==> config.mk <==
export PLATFORM = sky130hd
export DESIGN_NAME = opr_micro_unit
export DESIGN_NICKNAME = d
export VERILOG_FILES = /design/src/rtl/opr_pkg.sv /design/src/rtl/opr_decode.sv /design/src/rtl/opr_rotator.sv /design/src/rtl/opr_datapath.sv /design/src/rtl/opr_micro_unit.sv
export SDC_FILE = /design/constraint.sdc
export NUM_CORES = 1
export LEC_CHECK = 0
export BUFFER_PORTS_ARGS = -buffer_cell sky130_fd_sc_hd__buf_2
export CAP_MARGIN = 10
export CORE_MARGIN = 2
export CORE_UTILIZATION = 50
export DETAILED_ROUTE_END_ITERATION = 7
export PLACE_DENSITY_LB_ADDON = 0.1
export REMOVE_ABC_BUFFERS = 1
export SLEW_MARGIN = 20
export SYNTH_ARGS = -nofsm -noshare
export SYNTH_HDL_FRONTEND = slang
export SYNTH_SLANG_ARGS = --single-unit
==> constraint.sdc <==
create_clock -name clk -period 2.6 [get_ports clk]
set_input_delay 0.52 -clock clk [delete_from_list [all_inputs] [get_ports clk]]
set_output_delay 0.52 -clock clk [all_outputs]
set_load 0.02 [all_outputs]
==> src/rtl/opr_pkg.sv <==
package opr_pkg;

    localparam int INSN_W  = 12;
    localparam int OPC_HI  = 11;
    localparam int OPC_LO  = 9;
    localparam int GRP_BIT = 8;
    localparam int B_CLA   = 7;
    localparam int B_CLL   = 6;
    localparam int B_CMA   = 5;
    localparam int B_CML   = 4;
    localparam int B_RAR   = 3;
    localparam int B_RAL   = 2;
    localparam int B_DBL   = 1;
    localparam int B_IAC   = 0;
    localparam logic [OPC_HI-OPC_LO:0] OPC_OPERATE = '1;

    typedef enum logic [1:0] {
        ROT_NONE  = 2'd0,
        ROT_LEFT  = 2'd1,
        ROT_RIGHT = 2'd2
    } rot_dir_e;

    typedef struct packed {
        logic     grp1;
        logic     clr_ac;
        logic     clr_lk;
        logic     cmp_ac;
        logic     cmp_lk;
        logic     inc;
        rot_dir_e dir;
        logic     dbl;
    } opr_ctl_t;

    // Both direction bits together cancel the rotation.
    function automatic rot_dir_e pick_dir(input logic left, input logic right);
        if (left && !right)
            return ROT_LEFT;
        else if (right && !left)
            return ROT_RIGHT;
        else
            return ROT_NONE;
    endfunction

endpackage

==> src/rtl/opr_decode.sv <==
module opr_decode
    import opr_pkg::*;
(
    input  logic [INSN_W-1:0] instr_i,
    input  logic              legacy_i,
    output opr_ctl_t          ctl_o,
    output logic              bad_combo_o
);

    always_comb begin
        ctl_o.grp1   = (instr_i[OPC_HI:OPC_LO] == OPC_OPERATE) && !instr_i[GRP_BIT];
        ctl_o.clr_ac = instr_i[B_CLA];
        ctl_o.clr_lk = instr_i[B_CLL];
        ctl_o.cmp_ac = instr_i[B_CMA];
        ctl_o.cmp_lk = instr_i[B_CML];
        ctl_o.inc    = instr_i[B_IAC];
        ctl_o.dir    = pick_dir(instr_i[B_RAL], instr_i[B_RAR]);
        ctl_o.dbl    = instr_i[B_DBL];
    end

    // Older rule: a rotation may not share a word with increment or AC complement.
    assign bad_combo_o = legacy_i && (ctl_o.dir != ROT_NONE) && (ctl_o.inc || ctl_o.cmp_ac);

endmodule

==> src/rtl/opr_rotator.sv <==
module opr_rotator
    import opr_pkg::*;
#(
    parameter int RING_W = 13
) (
    input  logic [RING_W-1:0] ring_i,
    input  rot_dir_e          dir_i,
    input  logic              dbl_i,
    output logic [RING_W-1:0] ring_o
);

    localparam int N_STEPS = 2;

    logic [RING_W-1:0] lft [N_STEPS];
    logic [RING_W-1:0] rgt [N_STEPS];

    for (genvar g = 0; g < N_STEPS; g++) begin : g_step
        localparam int SH = g + 1;
        assign lft[g] = {ring_i[RING_W-1-SH:0], ring_i[RING_W-1:RING_W-SH]};
        assign rgt[g] = {ring_i[SH-1:0], ring_i[RING_W-1:SH]};
    end

    always_comb begin
        unique case (dir_i)
            ROT_LEFT:  ring_o = dbl_i ? lft[1] : lft[0];
            ROT_RIGHT: ring_o = dbl_i ? rgt[1] : rgt[0];
            default:   ring_o = ring_i;
        endcase
    end

endmodule

==> src/rtl/opr_datapath.sv <==
module opr_datapath
    import opr_pkg::*;
#(
    parameter int DATA_W = 12
) (
    input  logic [DATA_W-1:0] ac_i,
    input  logic              lk_i,
    input  opr_ctl_t          ctl_i,
    output logic [DATA_W-1:0] ac_o,
    output logic              lk_o
);

    localparam int RING_W = DATA_W + 1;

    logic [RING_W-1:0] after_clr;
    logic [RING_W-1:0] after_cmp;
    logic [RING_W-1:0] after_inc;
    logic [RING_W-1:0] after_rot;

    always_comb begin
        after_clr = {lk_i, ac_i};
        if (ctl_i.clr_ac) after_clr[DATA_W-1:0] = '0;
        if (ctl_i.clr_lk) after_clr[DATA_W]     = 1'b0;

        after_cmp = after_clr;
        if (ctl_i.cmp_ac) after_cmp[DATA_W-1:0] = ~after_clr[DATA_W-1:0];
        if (ctl_i.cmp_lk) after_cmp[DATA_W]     = ~after_clr[DATA_W];

        after_inc = ctl_i.inc ? after_cmp + RING_W'(1) : after_cmp;
    end

    opr_rotator #(
        .RING_W (RING_W)
    ) rot_i (
        .ring_i (after_inc),
        .dir_i  (ctl_i.dir),
        .dbl_i  (ctl_i.dbl),
        .ring_o (after_rot)
    );

    assign ac_o = after_rot[DATA_W-1:0];
    assign lk_o = after_rot[DATA_W];

endmodule

==> src/rtl/opr_micro_unit.sv <==
module opr_micro_unit
    import opr_pkg::*;
#(
    parameter int DATA_W = 12
) (
    input  logic              clk,
    input  logic              rst,
    input  logic              exec_i,
    input  logic              legacy_i,
    input  logic [INSN_W-1:0] instr_i,
    output logic [DATA_W-1:0] ac_o,
    output logic              link_o,
    output logic              illegal_o
);

    opr_ctl_t          ctl;
    logic              bad_combo;
    logic [DATA_W-1:0] ac_q, ac_nx;
    logic              lk_q, lk_nx;
    logic              ill_q;
    logic              accept;

    opr_decode dec_i (
        .instr_i     (instr_i),
        .legacy_i    (legacy_i),
        .ctl_o       (ctl),
        .bad_combo_o (bad_combo)
    );

    opr_datapath #(
        .DATA_W (DATA_W)
    ) dp_i (
        .ac_i  (ac_q),
        .lk_i  (lk_q),
        .ctl_i (ctl),
        .ac_o  (ac_nx),
        .lk_o  (lk_nx)
    );

    assign accept = exec_i && ctl.grp1 && !bad_combo;

    always_ff @(posedge clk) begin
        if (rst) begin
            ac_q  <= '0;
            lk_q  <= 1'b0;
            ill_q <= 1'b0;
        end else begin
            if (accept) begin
                ac_q <= ac_nx;
                lk_q <= lk_nx;
            end
            ill_q <= exec_i && ctl.grp1 && bad_combo;
        end
    end

    assign ac_o      = ac_q;
    assign link_o    = lk_q;
    assign illegal_o = ill_q;

endmodule

# [Word-level counts from Yosys, hierarchy flattened]
# Cells that the tools add are included.
[word_totals] out_inout_bits=14 in_bits=16 word_cells=33 reg_bits=14
[classes] n_eq_ne=3 muxes=10 n_reduce_logical=14 addsub=1 bitwise_logic=2
[ops] operator="$mux 13" count=3
[ops] operator="$pmux 13 s2" count=1
[ops] operator="$mux 12" count=2
[ops] operator="$add 13x1->13 const B" count=1
[ops] operator="$not 12->12" count=1
[ops] operator="$logic_and 1x1->1" count=8
[ops] operator="$logic_not 1->1" count=4
[ops] operator="$mux 2" count=2
[ops] operator="$eq 3x3->1 const B" count=1
[ops] operator="$eq 2x1->1 const B" count=1
[ops] operator="$eq 2x2->1 const B" count=1
[ops] operator="$mux 1" count=2
[ops] operator="$reduce_bool 2->1" count=1
[ops] operator="$logic_or 1x1->1" count=1
[ops] operator="$not 1->1" count=1

# [Depth between registers and ports, before layout]
# Gate-level depths: netlist (run 1).
[logic_depth] ltp_word=9 mapped_depth=12 ltp_nobuf=10

# [Modules after synthesis]
# From an unflattened synthesis (run 1), not the netlist that was laid out.
[hier_totals] cells_unflattened=243 area_unflattened_um2=2031.9
[by_module_without_submodules] module="opr_rotator" n_inst=1 cells_per_inst=77 area_each_um2=661.9
[by_module_without_submodules] module="opr_datapath" n_inst=1 cells_per_inst=94 area_each_um2=634.4
[by_module_without_submodules] module="opr_micro_unit" n_inst=1 cells_per_inst=59 area_each_um2=631.9
[by_module_without_submodules] module="opr_decode" n_inst=1 cells_per_inst=13 area_each_um2=103.8

# [Worst setup path after synthesis (run 1)]
# No wires, ideal clock.
[synth_timing] path_type="input to register" start="input instr_i[7]" end="register ac_q[4] (netlist: ac_o[4])" cell_stages=12 slack_ns=-0.052 setup_ns=0.133 n_path_buf=2 t_arrival_ns=2.519 t_required_ns=2.467 cell_sequence="buf_6 -> nor2b_1 -> xnor2_1 -> ha_1 -> and2_0 -> buf_2 -> a32oi_2 -> nor2_1 -> xnor2_2 -> mux2_2 -> a221oi_1 -> nor3_1"
[synth_via] elab_chain_cells=7 elab_cells_between_ends=8 classes_between="add/sub: 1; mux: 6; bitwise: 1"
[synth_lines] element="from (decl)" line_no="opr_micro_unit.sv:10" source="input logic [INSN_W-1:0] instr_i,"
[synth_lines] element="$mux 12 (*)" line_no="opr_datapath.sv:22" source="if (ctl_i.clr_ac) after_clr[DATA_W-1:0] = '0;"
[synth_lines] element="$not 12->12" line_no="opr_datapath.sv:26" source="if (ctl_i.cmp_ac) after_cmp[DATA_W-1:0] = ~after_clr[DATA_W-1:0];"
[synth_lines] element="$mux 12 (*)" line_no="opr_datapath.sv:26"
[synth_lines] element="$add 13x1->13" line_no="opr_datapath.sv:29" source="after_inc = ctl_i.inc ? after_cmp + RING_W'(1) : after_cmp;"
[synth_lines] element="$mux 13 (*)" line_no="opr_datapath.sv:29"
[synth_lines] element="$mux 13, on equally long branches" line_no="opr_rotator.sv:26, opr_rotator.sv:25"
[synth_lines] element="$pmux 13 s2 (*)" line_no="opr_rotator.sv:24" source="unique case (dir_i)"
[synth_lines] element="to (signal assigned)" line_no="opr_micro_unit.sv:49" source="ac_q <= ac_nx;"
[synth_lines] element="to (decl)" line_no="opr_micro_unit.sv:18" source="logic [DATA_W-1:0] ac_q, ac_nx;"
# Every way passes the cells marked *; elsewhere a longest branch is shown, timed or not.
# A chain may end at the register's enable or synchronous reset.

# [Worst setup path in the final report (run 1)]
[layout_timing] start="register ac_q[0] (netlist: ac_o[0])" end="register ac_q[11] (netlist: ac_o[11])"
[layout_via] elab_chain_cells=7 elab_cells_between_ends=8 classes_between="add/sub: 1; mux: 6; bitwise: 1"
[layout_lines] element="$mux 12 (*)" line_no="opr_datapath.sv:22"
[layout_lines] element="$not 12->12" line_no="opr_datapath.sv:26"
[layout_lines] element="$mux 12 (*)" line_no="opr_datapath.sv:26"
[layout_lines] element="$add 13x1->13" line_no="opr_datapath.sv:29"
[layout_lines] element="$mux 13 (*)" line_no="opr_datapath.sv:29"
[layout_lines] element="$mux 13, on equally long branches" line_no="opr_rotator.sv:26, opr_rotator.sv:25"
[layout_lines] element="$pmux 13 s2 (*)" line_no="opr_rotator.sv:24"
# Marked as above.

==> reports/qor.txt, run 1 <==
Worst-Margin Slew: 0.5803 ns
Count of buffers from port buffering: 29
Mapped Avg Cell Area: 7.696 um2
Leak: 0.8531 nW
PwrDens: 327.2 mW/mm2
CP Class: flip-flop to flip-flop
# clock sinks: 14
Root buffer cell: clkbuf_8
Initial core utilization: 51.89%
DRT Wirelength: 5310 um
IO Pins: 30
Ys async rst share: 0%
Core area: 0.003633 mm2
Core Rows: 22
Period utilisation layout: 92.70%
First-pass GRT wire length: 8756 um
Total power: 723.0 uW
Status: finished clean
Die W: 65.41 um
Post-synth EDFFs: 0
Grt total ovfl: 0
Worst setup EP type: flip-flop
Critical Path Start Type: flip-flop
Syn Inst Count: 245
Synth unique cells: 62
Clock tree buffer depth: 2
Most frequent cells in the layout: 29 x buf_2, 23 x nor2_1, 22 x buf_4
Via count: 2023
Reg2reg setup slack: 0.19 ns
Max Clk Rate: 414.9 MHz
Fillers: 357
Initial drt markers: 151
N_diodes: 0
Hold path cells: 2
Sequential area share after synthesis: 14.86%
Gpl congestion: 0.8815
Number of synthesized register bits: 14
Overall routing resource usage: 26.06%
Die H: 65.41 um
Router iterations before antenna repair: 5
WHS: 0.5532 ns
CTS H-tree depth: 1
Hold_sp: link_o
Setup-failing EPs final: 0
Layout cell share with drive strength beyond 1: 28.06%
Final min period: 2.410 ns
Worst-path fanout max: 5
Worst EP required: 2.74 ns
CTS clk-pin slew, worst paths: 0.07 ns
Post-synth top area share: 14.86%
Clock Skews: 0.003804 ns
Final hold vios: 0
Synth-to-layout area growth: 17.19%
Pin count of the biggest net entering global routing: 32
DR WL/cell: 16.29 um
Worst Reg-to-Reg Cells: 10
Vias in the first global route: 1752
Crit path DAT: 2.55 ns
Final #Nets: 298
Max cap viols: 0
Synth area leader: dfxtp_1
Antenna violations before repair: 0
Commonest non-fill, non-tap cell in the layout: buf_2
Hold/Removal Path Class: flip-flop to flip-flop
Latest clock arrival within the worst-skew pair: 0.26 ns
RSZ-0062 raised after global routing: true
RR Startpoint: ac_o[0]
Top_reg_cell synth: dfxtp_1
Reg2reg end: ac_o[11]
Dominant cells by area after synthesis: dfxtp_1 15%, xnor2_1 8.4%, nor2b_1 4.6%, nor2_1 4.6%, a21oi_1 4.0%
Max Slew Vio Count: 0
DRT antenna net count: 0
Vias per std cell: 6.206
Synthesized area: 0.001886 mm2
Total CTS buffers: 3
DPL Wire Length: 3856 um
Hold Path End: link_o
# DRC: 0
Full die area: 0.004278 mm2
Final design utilization: 60.81%
Synth warnings: 0
CTS tree: done
Worst rel slew slack: 61.31%
Max VDD drop: 234.0 uV
Post-CTS setup buffers: 0
==> critical path: stages, from the launching register on <==
cell and delay (ns):
dfxtp_1 0.35, nor2b_1 0.17, xnor2_1 0.17, ha_1 0.22, and2_0 0.18, a32oi_2 0.16, nor4_2 0.43, xnor2_2 0.22
o21ai_1 0.14, a211oi_2 0.17, a211oi_2 0.09
==> registers in the layout (all words and copies together), names as in the netlist <==
register,count
ac_o,12
illegal_o,1
link_o,1
==> cell families (layout without fill, tap and decap cells) <==
kind of cell,after synthesis,count (layout),share of synthesized area (%)
flops,14,14,14.86
xor+xnor,23,23,12.54
buf+inv,29,62,7.896
mux,8,8,4.446
fa+ha+maj,3,3,1.991
simple gates,85,85,26.54
compound gates,83,83,31.72
==> Yosys cell counts, types with 3 or more instances <==
| library cell | number |
|---|---|
| nor4b_1 | 4 |
| buf_6 | 3 |
| nor3_1 | 6 |
| dfxtp_1 | 14 |
| and2_1 | 3 |
| a221oi_1 | 4 |
| a211oi_1 | 5 |
| nor4_1 | 3 |
| a21oi_1 | 15 |
| inv_1 | 6 |
| nor2b_1 | 14 |
| mux2i_1 | 5 |
| o211ai_1 | 3 |
| a31oi_1 | 4 |
| clkbuf_1 | 5 |
| buf_2 | 11 |
| o21bai_1 | 5 |
| a211oi_2 | 3 |
| nor2_1 | 23 |
| nor4_2 | 3 |
| nand2_1 | 10 |
| a32o_1 | 3 |
| o21ai_1 | 4 |
| o21ai_0 | 15 |
| ha_1 | 3 |
| xnor2_1 | 18 |
| o22ai_1 | 4 |
| mux2_2 | 3 |
==> worst max-delay path by stage <==
stage          startpoint  endpoint  cells after the start
2_1_floorplan  instr_i[5]  ac_o[11]                     10
3_3_place_gp   instr_i[7]   ac_o[4]                     11
3_5_place_dp   instr_i[7]  ac_o[11]                     11
4_1_cts        instr_i[7]  ac_o[11]                     11
5_1_grt           ac_o[1]  ac_o[11]                     10
6_report          ac_o[0]  ac_o[11]                     10
==> final cells by class <==
type,count,area [um2],share of cell area [%]
clock buffers,4,55.05,2.492
well taps,48,60.06,2.718
repair buffers,51,310.3,14.04
inverters,7,26.28,1.189
flip-flops and latches,14,280.3,12.68
multi-input cells,202,1478,66.87
==> per-layer routing <==
metal  wire length, um  global-route usage [%]
met1              2453                   39.47
met5                 0                       0
met4                43                   6.771
met3               375                   1.712
met2              2436                   39.80
==> power by group <==
part	internal (mW)	leakage, nW	switching (mW)
sequential	0.218	0.113	0.00615
clock	0.135	0.0288	0.0918
combinational	0.117	0.711	0.155
==> stage by stage <==
| step | setup TNS [ns] | worst slack [ns] | cell area (um2) | cells |
|---|---|---|---|---|
| 6_report | 0 | 0.1899 | 2210 | 326 |
| 5_1_grt | -0.03563 | -0.02385 | 2210 | 326 |
| 4_1_cts | 0 | 0.1700 | 2188 | 326 |
| 3_5_place_dp | -0.3124 | -0.07550 | 2133 | 322 |
| 3_3_place_gp | -0.09856 | -0.04567 | 2133 | 322 |
| 2_1_floorplan | 0 | 0.009133 | 1763 | 223 |
==> timing repair <==
item                                    CTS  global route
hold buffers                              0             0
endpoints found under the setup margin    0             8
resized for setup                         0             3
Note: power is estimated with default switching activity, not from simulation.
==> inputs of run 2 (changes only) <==
--- a/config.mk
+++ b/config.mk
@@ -12,7 +12,6 @@
 export DETAILED_ROUTE_END_ITERATION = 7
 export PLACE_DENSITY_LB_ADDON = 0.1
 export REMOVE_ABC_BUFFERS = 1
-export SLEW_MARGIN = 20
 export SYNTH_ARGS = -nofsm -noshare
 export SYNTH_HDL_FRONTEND = slang
 export SYNTH_SLANG_ARGS = --single-unit
==> constraint.sdc (replaced) <==
create_clock -name clk -period 2.6 [get_ports clk]
set_input_delay 0.26 -clock clk [delete_from_list [all_inputs] [get_ports clk]]
set_output_delay 0.26 -clock clk [all_outputs]
set_load 0.02 [all_outputs]
==> run 2 against run 1 <==
Non-clock buffer count shrank 12. Sequential cell count is the same. Clock power grew 2%. Largest power group unchanged.
==> reports/qor.txt, run 2 (same netlist as run 1, synthesis figures left out) <==
Status: finished clean
Gpl congestion: 0.8607
Crit path DAT: 2.59 ns
Worst setup EP type: flip-flop
Max Clk Rate: 407.5 MHz
Most frequent cells in the layout: 29 x buf_2, 22 x nor2_1, 15 x xnor2_1, 15 x o21ai_0, 15 x a21oi_1
Worst EP required: 2.74 ns
Fillers: 361
Reg2reg end: ac_o[1]
Critical Path, Cell by Cell: nor2b_1 > xnor2_1 > ha_1 > and2_1 > buf_4 > xnor3_1 > nor2_1 > a221oi_1 > o21ai_0 > o211ai_1 > a21oi_1
CP endpoint: ac_o[1]
Largest delay contributor family on the critical path: compound AO/OA/AOI/OAI gates
CTS clk-pin slew, worst paths: 0.07 ns
CP max stage cell: dfxtp_2
Core area: 0.003633 mm2
Max Slew Vio Count: 0
Total CTS buffers: 3
Clock tree buffer depth: 2
Final design utilization: 59.33%
Total power: 713.1 uW
Final #Nets: 286
DRT Wirelength: 5192 um
Period utilisation layout: 94.39%
Synth-to-layout area growth: 14.33%
Die W: 65.41 um
Worst rel slew slack: 61.63%
Root buffer cell: clkbuf_8
Core Rows: 22
# clock sinks: 14
Clk network pwr share: 32.3%
DPL Wire Length: 3798 um
Comb pwr share: 36.3%
CP Class: flip-flop to flip-flop
RR Startpoint: ac_o[1]
First-pass GRT wire length: 8404 um
Vias per std cell: 6.232
Crit path buf inv count: 1
Final hold vios: 0
Hold/Removal Path Class: input port to flip-flop
Full die area: 0.004278 mm2
Pre-CTS setup slack: 0.01148 ns
Critical Path Start Type: flip-flop
Commonest non-fill, non-tap cell in the layout: buf_2
Grt total ovfl: 0
Initial core utilization: 51.89%
Clock Skews: 0.001845 ns
Hold_buf cts: 0
Sequential share of power: 31.4%
DP Area: 0.002036 mm2
RSZ-0062 raised after global routing: false
Count of buffers from port buffering: 29
Max VDD drop: 221.2 uV
Antenna violations before repair: 0
Worst Reg-to-Reg Cells: 11
Latest clock arrival within the worst-skew pair: 0.26 ns
Leak: 0.8032 nW
Pin count of the biggest net entering global routing: 32
N_diodes: 0
Die H: 65.41 um
Switch Pwr: 256.8 uW
DR WL/cell: 16.54 um
Worst-Margin Slew: 0.5756 ns
Crit path depth: 11
Vias in the first global route: 1676
CTS tree: done
Router iterations before antenna repair: 4
Cell Int Power: 456.4 uW
Worst-path fanout max: 5
Max cap viols: 0
Via count: 1957
IO Pins: 30
Initial drt markers: 170
Reg2reg setup slack: 0.15 ns
Overall routing resource usage: 25.42%
Final min period: 2.454 ns
PwrDens: 330.8 mW/mm2
Max reg flops: 12
Layout cell share with drive strength beyond 1: 26.32%
Crit path largest cell delay: 0.35 ns
DRT antenna net count: 0
Sw Ratio: 36.01%
Design area: 0.002156 mm2
CTS H-tree depth: 1
CP startpoint: ac_o[1]
Setup-failing EPs final: 0
# DRC: 0
Final WS setup: 0.1457 ns
## run 2: worst min-delay path: stages
cell,delay [ns]
buf_2,0.10
nand4_1,0.09
nor4_1,0.06
## run 2: routing by layer
layer,vias to the layer above,share of wire [%],GRT usage (%)
met5,-,0,0
met4,0,1.3,8.854
met3,7,7.1,1.884
met2,81,45,38.39
met1,910,47,37.84
li1,959,-,-
## run 2: final cells by class
type	count	area [um2]	share of cell area, %
clock buffers	4	55.05	2.554
inverters	7	26.28	1.219
multi-input cells	202	1513	70.17
flip-flops and latches	14	281.5	13.06
well taps	48	60.06	2.786
repair buffers	39	220.2	10.21
## run 2: power groups by stage
stage,Sequential [mW],Combinational (mW),Clock [mW]
2_1_floorplan,0.231,0.156,0
3_3_place_gp,0.228,0.244,0
3_5_place_dp,0.228,0.245,0
4_1_cts,0.224,0.248,0.231
5_1_grt,0.224,0.280,0.243
6_report,0.224,0.259,0.231
## run 2: worst min path at each step
stage	from	end	depth (start not counted)
6_report	instr_i[9]	illegal_o	3
3_5_place_dp	ac_o[1]	ac_o[1]	2
3_3_place_gp	ac_o[1]	ac_o[1]	2
2_1_floorplan	rst	ac_o[11]	1
4_1_cts	instr_i[9]	illegal_o	3
5_1_grt	instr_i[9]	illegal_o	3
## run 2: what timing repair did
action	CTS	global route
setup buffers	0	1
pin swaps	0	3
endpoints found under the hold margin	0	0
setup endpoints to repair	1	10
resized for setup	1	9
## run 2: per-stage QoR
step	cells	TNS, ns	hold WS, ns
after floorplan	223	0	0.3246
after global placement	309	-0.002675	0.4810
after detailed placement	309	0	0.4953
after CTS	313	0	0.2944
after global routing	314	0	0.3428
final	314	0	0.2936
